--- src/rtl/llsc_pkg.sv ---
package llsc_pkg;
    typedef enum logic [2:0] {
        OP_LOAD  = 3'd0,
        OP_STORE = 3'd1,
        OP_LL    = 3'd2,
        OP_SC    = 3'd3,
        OP_SWAP  = 3'd4,
        OP_TAS   = 3'd5,
        OP_FAI   = 3'd6,
        OP_RSVD  = 3'd7
    } op_e;

    typedef enum logic {
        ST_IDLE  = 1'b0,
        ST_REPLY = 1'b1
    } st_e;
endpackage

--- src/rtl/llsc_arbiter.sv ---
module llsc_arbiter #(
    parameter int N  = 2,
    localparam int IW = (N > 1) ? $clog2(N) : 1
) (
    input  logic          clk,
    input  logic          rst_n,
    input  logic [N-1:0]  req,
    output logic [N-1:0]  gnt,
    output logic          gnt_any,
    output logic [IW-1:0] gnt_idx
);
    for (genvar i = 0; i < N; i++) begin : g_pri
        if (i == 0) begin : g_first
            assign gnt[0] = req[0];
        end else begin : g_rest
            assign gnt[i] = req[i] & ~(|req[i-1:0]);
        end
    end

    assign gnt_any = |req;

    always_comb begin
        gnt_idx = '0;
        for (int i = N - 1; i >= 0; i--) begin
            if (gnt[i]) gnt_idx = IW'(i);
        end
    end

    // at most one grant, and only to a requester
    a_r9_gnt_onehot: assert property (@(posedge clk) disable iff (!rst_n)
        $onehot0(gnt));
    a_r9_gnt_only_req: assert property (@(posedge clk) disable iff (!rst_n)
        (gnt & ~req) == '0);
endmodule

--- src/rtl/llsc_exec.sv ---
module llsc_exec
    import llsc_pkg::*;
#(
    parameter int DW = 8
) (
    input  op_e           op,
    input  logic [DW-1:0] old_val,
    input  logic [DW-1:0] wdata,
    input  logic          link_ok,
    output logic          wr_en,
    output logic [DW-1:0] wr_data,
    output logic [DW-1:0] rdata
);
    always_comb begin
        wr_en   = 1'b0;
        wr_data = wdata;
        rdata   = old_val;
        unique case (op)
            OP_LOAD:  rdata = old_val;
            OP_STORE: begin wr_en = 1'b1; rdata = '0; end
            OP_LL:    rdata = old_val;
            OP_SC: begin
                wr_en = link_ok;
                rdata = link_ok ? DW'(1) : '0;
            end
            OP_SWAP:  wr_en = 1'b1;
            OP_TAS:   wr_en = (old_val == '0);
            OP_FAI: begin
                wr_en   = 1'b1;
                wr_data = old_val + 1'b1;
            end
            default:  rdata = old_val;
        endcase
    end
endmodule

--- src/rtl/llsc_links.sv ---
module llsc_links
    import llsc_pkg::*;
#(
    parameter int N  = 2,
    parameter int AW = 4,
    localparam int IW = (N > 1) ? $clog2(N) : 1
) (
    input  logic          clk,
    input  logic          rst_n,
    input  logic          gnt_any,
    input  logic [IW-1:0] gnt_idx,
    input  op_e           op,
    input  logic [AW-1:0] addr,
    input  logic          wr_en,
    output logic          link_ok
);
    logic [N-1:0]  vld;
    logic [AW-1:0] ladr [N];

    assign link_ok = vld[gnt_idx] && (ladr[gnt_idx] == addr);

    for (genvar q = 0; q < N; q++) begin : g_slot
        always_ff @(posedge clk) begin
            if (!rst_n) begin
                vld[q]  <= 1'b0;
                ladr[q] <= '0;
            end else if (gnt_any) begin
                if (gnt_idx == IW'(q) && op == OP_LL) begin
                    vld[q]  <= 1'b1;
                    ladr[q] <= addr;
                end else if (gnt_idx == IW'(q) && op == OP_SC) begin
                    vld[q] <= 1'b0;
                end else if (wr_en && ladr[q] == addr) begin
                    vld[q] <= 1'b0;
                end
            end
        end

        // after a write, no slot still reserves the written word
        a_r4_write_breaks: assert property (@(posedge clk) disable iff (!rst_n)
            (gnt_any && wr_en) |=> !(vld[q] && ladr[q] == $past(addr)));
    end

    // a conditional store leaves its issuer without a reservation
    a_r5_sc_clears: assert property (@(posedge clk) disable iff (!rst_n)
        (gnt_any && op == OP_SC) |=> !vld[$past(gnt_idx)]);
    // a reserving load leaves a valid slot on its address
    a_r2_ll_sets: assert property (@(posedge clk) disable iff (!rst_n)
        (gnt_any && op == OP_LL) |=> (vld[$past(gnt_idx)] && ladr[$past(gnt_idx)] == $past(addr)));
endmodule

--- src/rtl/llsc_mem_unit.sv ---
module llsc_mem_unit
    import llsc_pkg::*;
#(
    parameter int NPORTS = 2,
    parameter int AW     = 4,
    parameter int DW     = 8,
    localparam int DEPTH = 1 << AW,
    localparam int IW    = (NPORTS > 1) ? $clog2(NPORTS) : 1
) (
    input  logic                 clk,
    input  logic                 rst_n,
    input  logic [NPORTS-1:0]    req,
    input  logic [3*NPORTS-1:0]  op_in,
    input  logic [AW*NPORTS-1:0] addr_in,
    input  logic [DW*NPORTS-1:0] wdata_in,
    output logic [NPORTS-1:0]    gnt,
    output logic [NPORTS-1:0]    rsp_valid,
    output logic [DW-1:0]        rsp_data
);
    logic          gnt_any;
    logic [IW-1:0] gnt_idx;
    op_e           sel_op;
    logic [AW-1:0] sel_addr;
    logic [DW-1:0] sel_wdata;
    logic [DW-1:0] old_val;
    logic          link_ok;
    logic          wr_en;
    logic [DW-1:0] wr_data;
    logic [DW-1:0] ex_rdata;
    logic [DW-1:0] mem [DEPTH];
    st_e           state;
    logic [IW-1:0] resp_port;

    llsc_arbiter #(.N(NPORTS)) u_arb (
        .clk(clk), .rst_n(rst_n), .req(req),
        .gnt(gnt), .gnt_any(gnt_any), .gnt_idx(gnt_idx)
    );

    always_comb begin
        sel_op    = op_e'(op_in[gnt_idx*3 +: 3]);
        sel_addr  = addr_in[gnt_idx*AW +: AW];
        sel_wdata = wdata_in[gnt_idx*DW +: DW];
        old_val   = mem[sel_addr];
    end

    llsc_links #(.N(NPORTS), .AW(AW)) u_links (
        .clk(clk), .rst_n(rst_n), .gnt_any(gnt_any), .gnt_idx(gnt_idx),
        .op(sel_op), .addr(sel_addr), .wr_en(wr_en), .link_ok(link_ok)
    );

    llsc_exec #(.DW(DW)) u_exec (
        .op(sel_op), .old_val(old_val), .wdata(sel_wdata), .link_ok(link_ok),
        .wr_en(wr_en), .wr_data(wr_data), .rdata(ex_rdata)
    );

    always_ff @(posedge clk) begin
        if (!rst_n) begin
            for (int i = 0; i < DEPTH; i++) mem[i] <= '0;
        end else if (gnt_any && wr_en) begin
            mem[sel_addr] <= wr_data;
        end
    end

    // state register
    always_ff @(posedge clk) begin
        if (!rst_n) state <= ST_IDLE;
        else begin
            unique case (state)
                ST_IDLE:  state <= gnt_any ? ST_REPLY : ST_IDLE;
                ST_REPLY: state <= gnt_any ? ST_REPLY : ST_IDLE;
                default:  state <= ST_IDLE;
            endcase
        end
    end

    // output process
    always_ff @(posedge clk) begin
        if (!rst_n) begin
            resp_port <= '0;
            rsp_data  <= '0;
        end else if (gnt_any) begin
            resp_port <= gnt_idx;
            rsp_data  <= ex_rdata;
        end
    end

    always_comb begin
        for (int p = 0; p < NPORTS; p++)
            rsp_valid[p] = (state == ST_REPLY) && (resp_port == IW'(p));
    end

    // reply strobe mirrors the previous cycle's grant
    a_r11_reply_follows_grant: assert property (@(posedge clk) disable iff (!rst_n)
        1'b1 |=> rsp_valid == $past(gnt));
    // a failing test-and-set leaves the word alone
    a_r7_tas_fail_keeps: assert property (@(posedge clk) disable iff (!rst_n)
        (gnt_any && sel_op == OP_TAS && old_val != '0) |=> mem[$past(sel_addr)] == $past(old_val));
    // fetch-and-increment stores old plus one
    a_r8_fai_adds: assert property (@(posedge clk) disable iff (!rst_n)
        (gnt_any && sel_op == OP_FAI) |=> mem[$past(sel_addr)] == DW'($past(old_val) + 1'b1));
    // a conditional store on an intact reservation replies 1
    a_r3_sc_reply: assert property (@(posedge clk) disable iff (!rst_n)
        (gnt_any && sel_op == OP_SC && link_ok) |=> rsp_data == DW'(1));
endmodule

--- config.mk ---
export PLATFORM = sky130hd
export DESIGN_NAME = llsc_mem_unit
export DESIGN_NICKNAME = d
export VERILOG_FILES = /design/src/rtl/llsc_pkg.sv /design/src/rtl/llsc_arbiter.sv /design/src/rtl/llsc_exec.sv /design/src/rtl/llsc_links.sv /design/src/rtl/llsc_mem_unit.sv
export SDC_FILE = /design/constraint.sdc
export NUM_CORES = 1
export LEC_CHECK = 0
export CAP_MARGIN = 0
export CORE_ASPECT_RATIO = 0.75
export CORE_MARGIN = 5
export CORE_UTILIZATION = 35
export DETAILED_ROUTE_END_ITERATION = 10
export SYNTH_ARGS = -nofsm -noshare
export SYNTH_HDL_FRONTEND = slang
export SYNTH_SLANG_ARGS = --single-unit
--- constraint.sdc ---
create_clock -name clk -period 6.15 [get_ports clk]
set_input_delay 1.5375 -clock clk [delete_from_list [all_inputs] [get_ports clk]]
set_output_delay 1.5375 -clock clk [all_outputs]
set_load 0.02 [all_outputs]
==> results.cfg <==
[run_status]
status = finished clean

[layout]
sequential_cell_area_um2 = 4320
fraction_of_final_layout_cells_sized_beyond_drive_strength_1 = 0.215
final_design_area_no_fill_um2 = 9720
num_antenna_cells = 0
instances_no_fill = 1094
fillers = 2167
combined_area_of_the_multi_input_logic_cells_um2 = 3380
syn2layout_area_growth_pct = 19.8
design.final.nets = 817

[sta]
worst_slew_pin_slew_ns = 0.927
finalClockSkew_ns = 0.00946
maxClockFrequency_mhz = 179
hold_viol_final = 0
timing_max_transition_violations_final = 0
report.final.setup_viol = 0
setup_total_negative_slack_ns = 0
worst_slew_margin_relative_to_its_limit = 0.366
fin_crit_ns = 5.59
rsz_0062_raised_after_global_routing = false
ratio_of_final_minimum_period_to_clock_period = 0.909

[placement]
post_dp_cell_area_um2 = 9120
post-dp-hpwl_mm = 16.9
io_buffers = 45
placedCellCount = 1062
place.gp.congestion = 0.915

[worst_setup_path]
critical-path-max-stage-delay_ns = 0.86
critical_path.cell_chain = clkdlybuf4s50_1 -> nand2b_2 -> buf_12 -> a31oi_1 -> nor3_1 -> a2111oi_0 -> a22oi_1 -> buf_4 -> nor3_1 -> and4b_1 -> or3_1 -> buf_4 -> nor2_1
worstPathBufferInverterCount = 4
worstPathArrival_ns = 5.75
end_kind = flip-flop
cp.required_ns = 6.31
path_delay_family = compound AO/OA/AOI/OAI gates
crit_type = input pin to flip-flop
startpoint_type = input pin
critPathSlowestCell = a2111oi_0
timing.critical_path.fanout_max = 36
rrSetupSlack_ns = 2.64

[flow_run]
cap_viol_max_count = 0

[global_route]
first_global_vias = 5998
grt_antenna_before_repair = 0
globalRoute.totalOverflow = 0
grt_util_all_layers = 0.186
pin_count_of_the_biggest_net_entering_global_routing = 37
grt_pass1_wl_mm = 36.7

[routing]
wire_per_inst_um = 22.0
detailroute.via_count = 6138
routed_wirelength_mm = 24.1
drtIter0Drc = 591
route.detailed.vias_per_inst = 5.61
count_of_antenna_violating_nets_left_after_detailed_routing = 0
drcViolationCount = 0
drt_first_pass_iters = 5

[clock_network]
cts_buffers = 17
clk_pin_slew_ns = 0.06
htree_num_levels = 4
buffers_from_clock_root_to_sink_at_most = 2
cts_tree = done
postcts_resize_cnt = 0
postCtsHoldBufs = 0
cts_root_buffer = clkbuf_16
post-cts-setup-buffer-count = 0
insertion_delay_ns = 0.43
cts.sink_count = 148

[logic_synthesis]
synth-seq-area-share = 0.533
synth_mux_area_frac = 0.0654
post_synth_main_area_contributors = edfxtp_1 50%, mux2i_1 6.0%, nor3_2 5.9%
synth.ff_latch_count = 148
yosys.area.top_type = edfxtp_1
syn_area_um2 = 8110
synth_nets = 752
synthSimpleGateAreaFrac = 0.210
ys_types = 69
most_frequently_used_flop_master_after_synthesis = edfxtp_1
synth_xor_area_frac = 0.0162
synthesis.instances = 716
edff_count_synth = 136
yosysWarnings = 0
dominant_combinational_cell_family_by_area_after_synthesis = simple AND/OR/NAND/NOR gates
post_synth_fa_ha_maj_area_fraction = 0.00309
synth-async-reset-ratio = 0
area_share_of_the_leading_cell_type_in_the_synthesized_netlist = 0.504
syn-mean-instance-area_um2 = 11.3
synth_compound_gate_area_share = 0.119

[die]
site_rows = 48
horizontal_die_dimension_um = 186
design.core.area_um2 = 22900
starting_density_of_the_core = 0.354
die_height_um = 142
design.die.area_um2 = 26300
ioPinCount = 46

[power]
cellLeakagePower_nw = 3.38
p_per_area_nw_per_um2 = 275
ir_drop_mv = 0.184
design_power_total_w = 0.00267

[min_path]
timing.hold.worst.class = flip-flop to flip-flop
[worst paths after layout]
| check | cells past startpoint | startpoint | endpoint |
|---|---|---|---|
| max | 13 | req[0] | mem[0][5] |
| min | 2 | resp_port | resp_port |
| max reg2reg | 11 | mem[14][0] | mem[14][3] |
| min reg2reg | 2 | resp_port | resp_port |
[report_power, final]
group / leakage, nW / internal (W) / switching, W / total [W]
registers: 1.48 / 0.00114 / 0.0000198 / 0.00116
clock network: 0.298 / 0.000629 / 0.000423 / 0.00105
logic: 1.60 / 0.000160 / 0.000295 / 0.000455
total: 3.38 / 0.00193 / 0.000737 / 0.00267
[metal layers]
metal  part of all wire  GRT usage  vias up
li1                   -          -     2838
met1               0.46      0.273     3001
met2               0.43      0.266      268
met3              0.096     0.0628       31
met4              0.013     0.0402        0
met5                  0          0        -
[flip-flops by register name, indices dropped and copies added, names as in the netlist]
register and cells:
u_links.vld 2, resp_port 1, mem 128, u_links.ladr 8, state 1, rsp_data 8
[area by class of cell]
type	instances	share of cell area
clock buffers	24	0.0528
clock inverters	8	0.00850
inverters	22	0.00876
multi-input cells	484	0.347
flip-flops and latches	148	0.445
well taps	300	0.0386
repair buffers	108	0.0989
[worst min-delay path: cells and delay by family (launching register included)]
kind             cells  cell delay [ns]
AND/OR/NAND/NOR      2             0.15
flip-flops           1             0.32
[placed cells by master (no fill, tap or decap), types with 15 or more instances in the layout]
| cell type | n |
|---|---|
| mux2i_1 | 49 |
| edfxtp_1 | 136 |
| nor3_2 | 48 |
| o21ai_0 | 22 |
| inv_1 | 21 |
| xnor2_1 | 15 |
| buf_4 | 60 |
| clkbuf_16 | 18 |
| nor3_1 | 62 |
| a211oi_1 | 20 |
| clkdlybuf4s50_1 | 45 |
| nor2_1 | 57 |
| a21oi_1 | 19 |
| nand2_1 | 52 |
[logic make-up (layout without fill, tap and decap cells)]
group	Yosys count	count (layout)
compound gates	135	135
flops	148	148
mux	52	52
xor+xnor	15	15
fa+ha+maj	2	2
simple gates	280	280
buf+inv	84	162
[metrics by stage]
stage / hold WS (ns) / utilization / setup slack (ns)
finish: 0.519 / 0.425 / 0.562
global route: 0.531 / 0.425 / 0.229
floorplan: 0.483 / - / 0.606
detailed placement: 0.503 / 0.399 / 0.201
global placement: 0.496 / 0.399 / 0.191
CTS: 0.519 / 0.425 / 0.642
[cell usage after synthesis (12+ instances only)]
| cell type | instances |
|---|---|
| nor3_1 | 62 |
| a211oi_1 | 20 |
| a21oi_1 | 22 |
| clkbuf_1 | 33 |
| xnor2_1 | 15 |
| dfxtp_1 | 12 |
| nand2_1 | 52 |
| o21ai_0 | 22 |
| nor2_1 | 57 |
| mux2i_1 | 49 |
| edfxtp_1 | 136 |
| nor3_2 | 48 |
| inv_1 | 21 |
(Power assumes the default switching activity.)
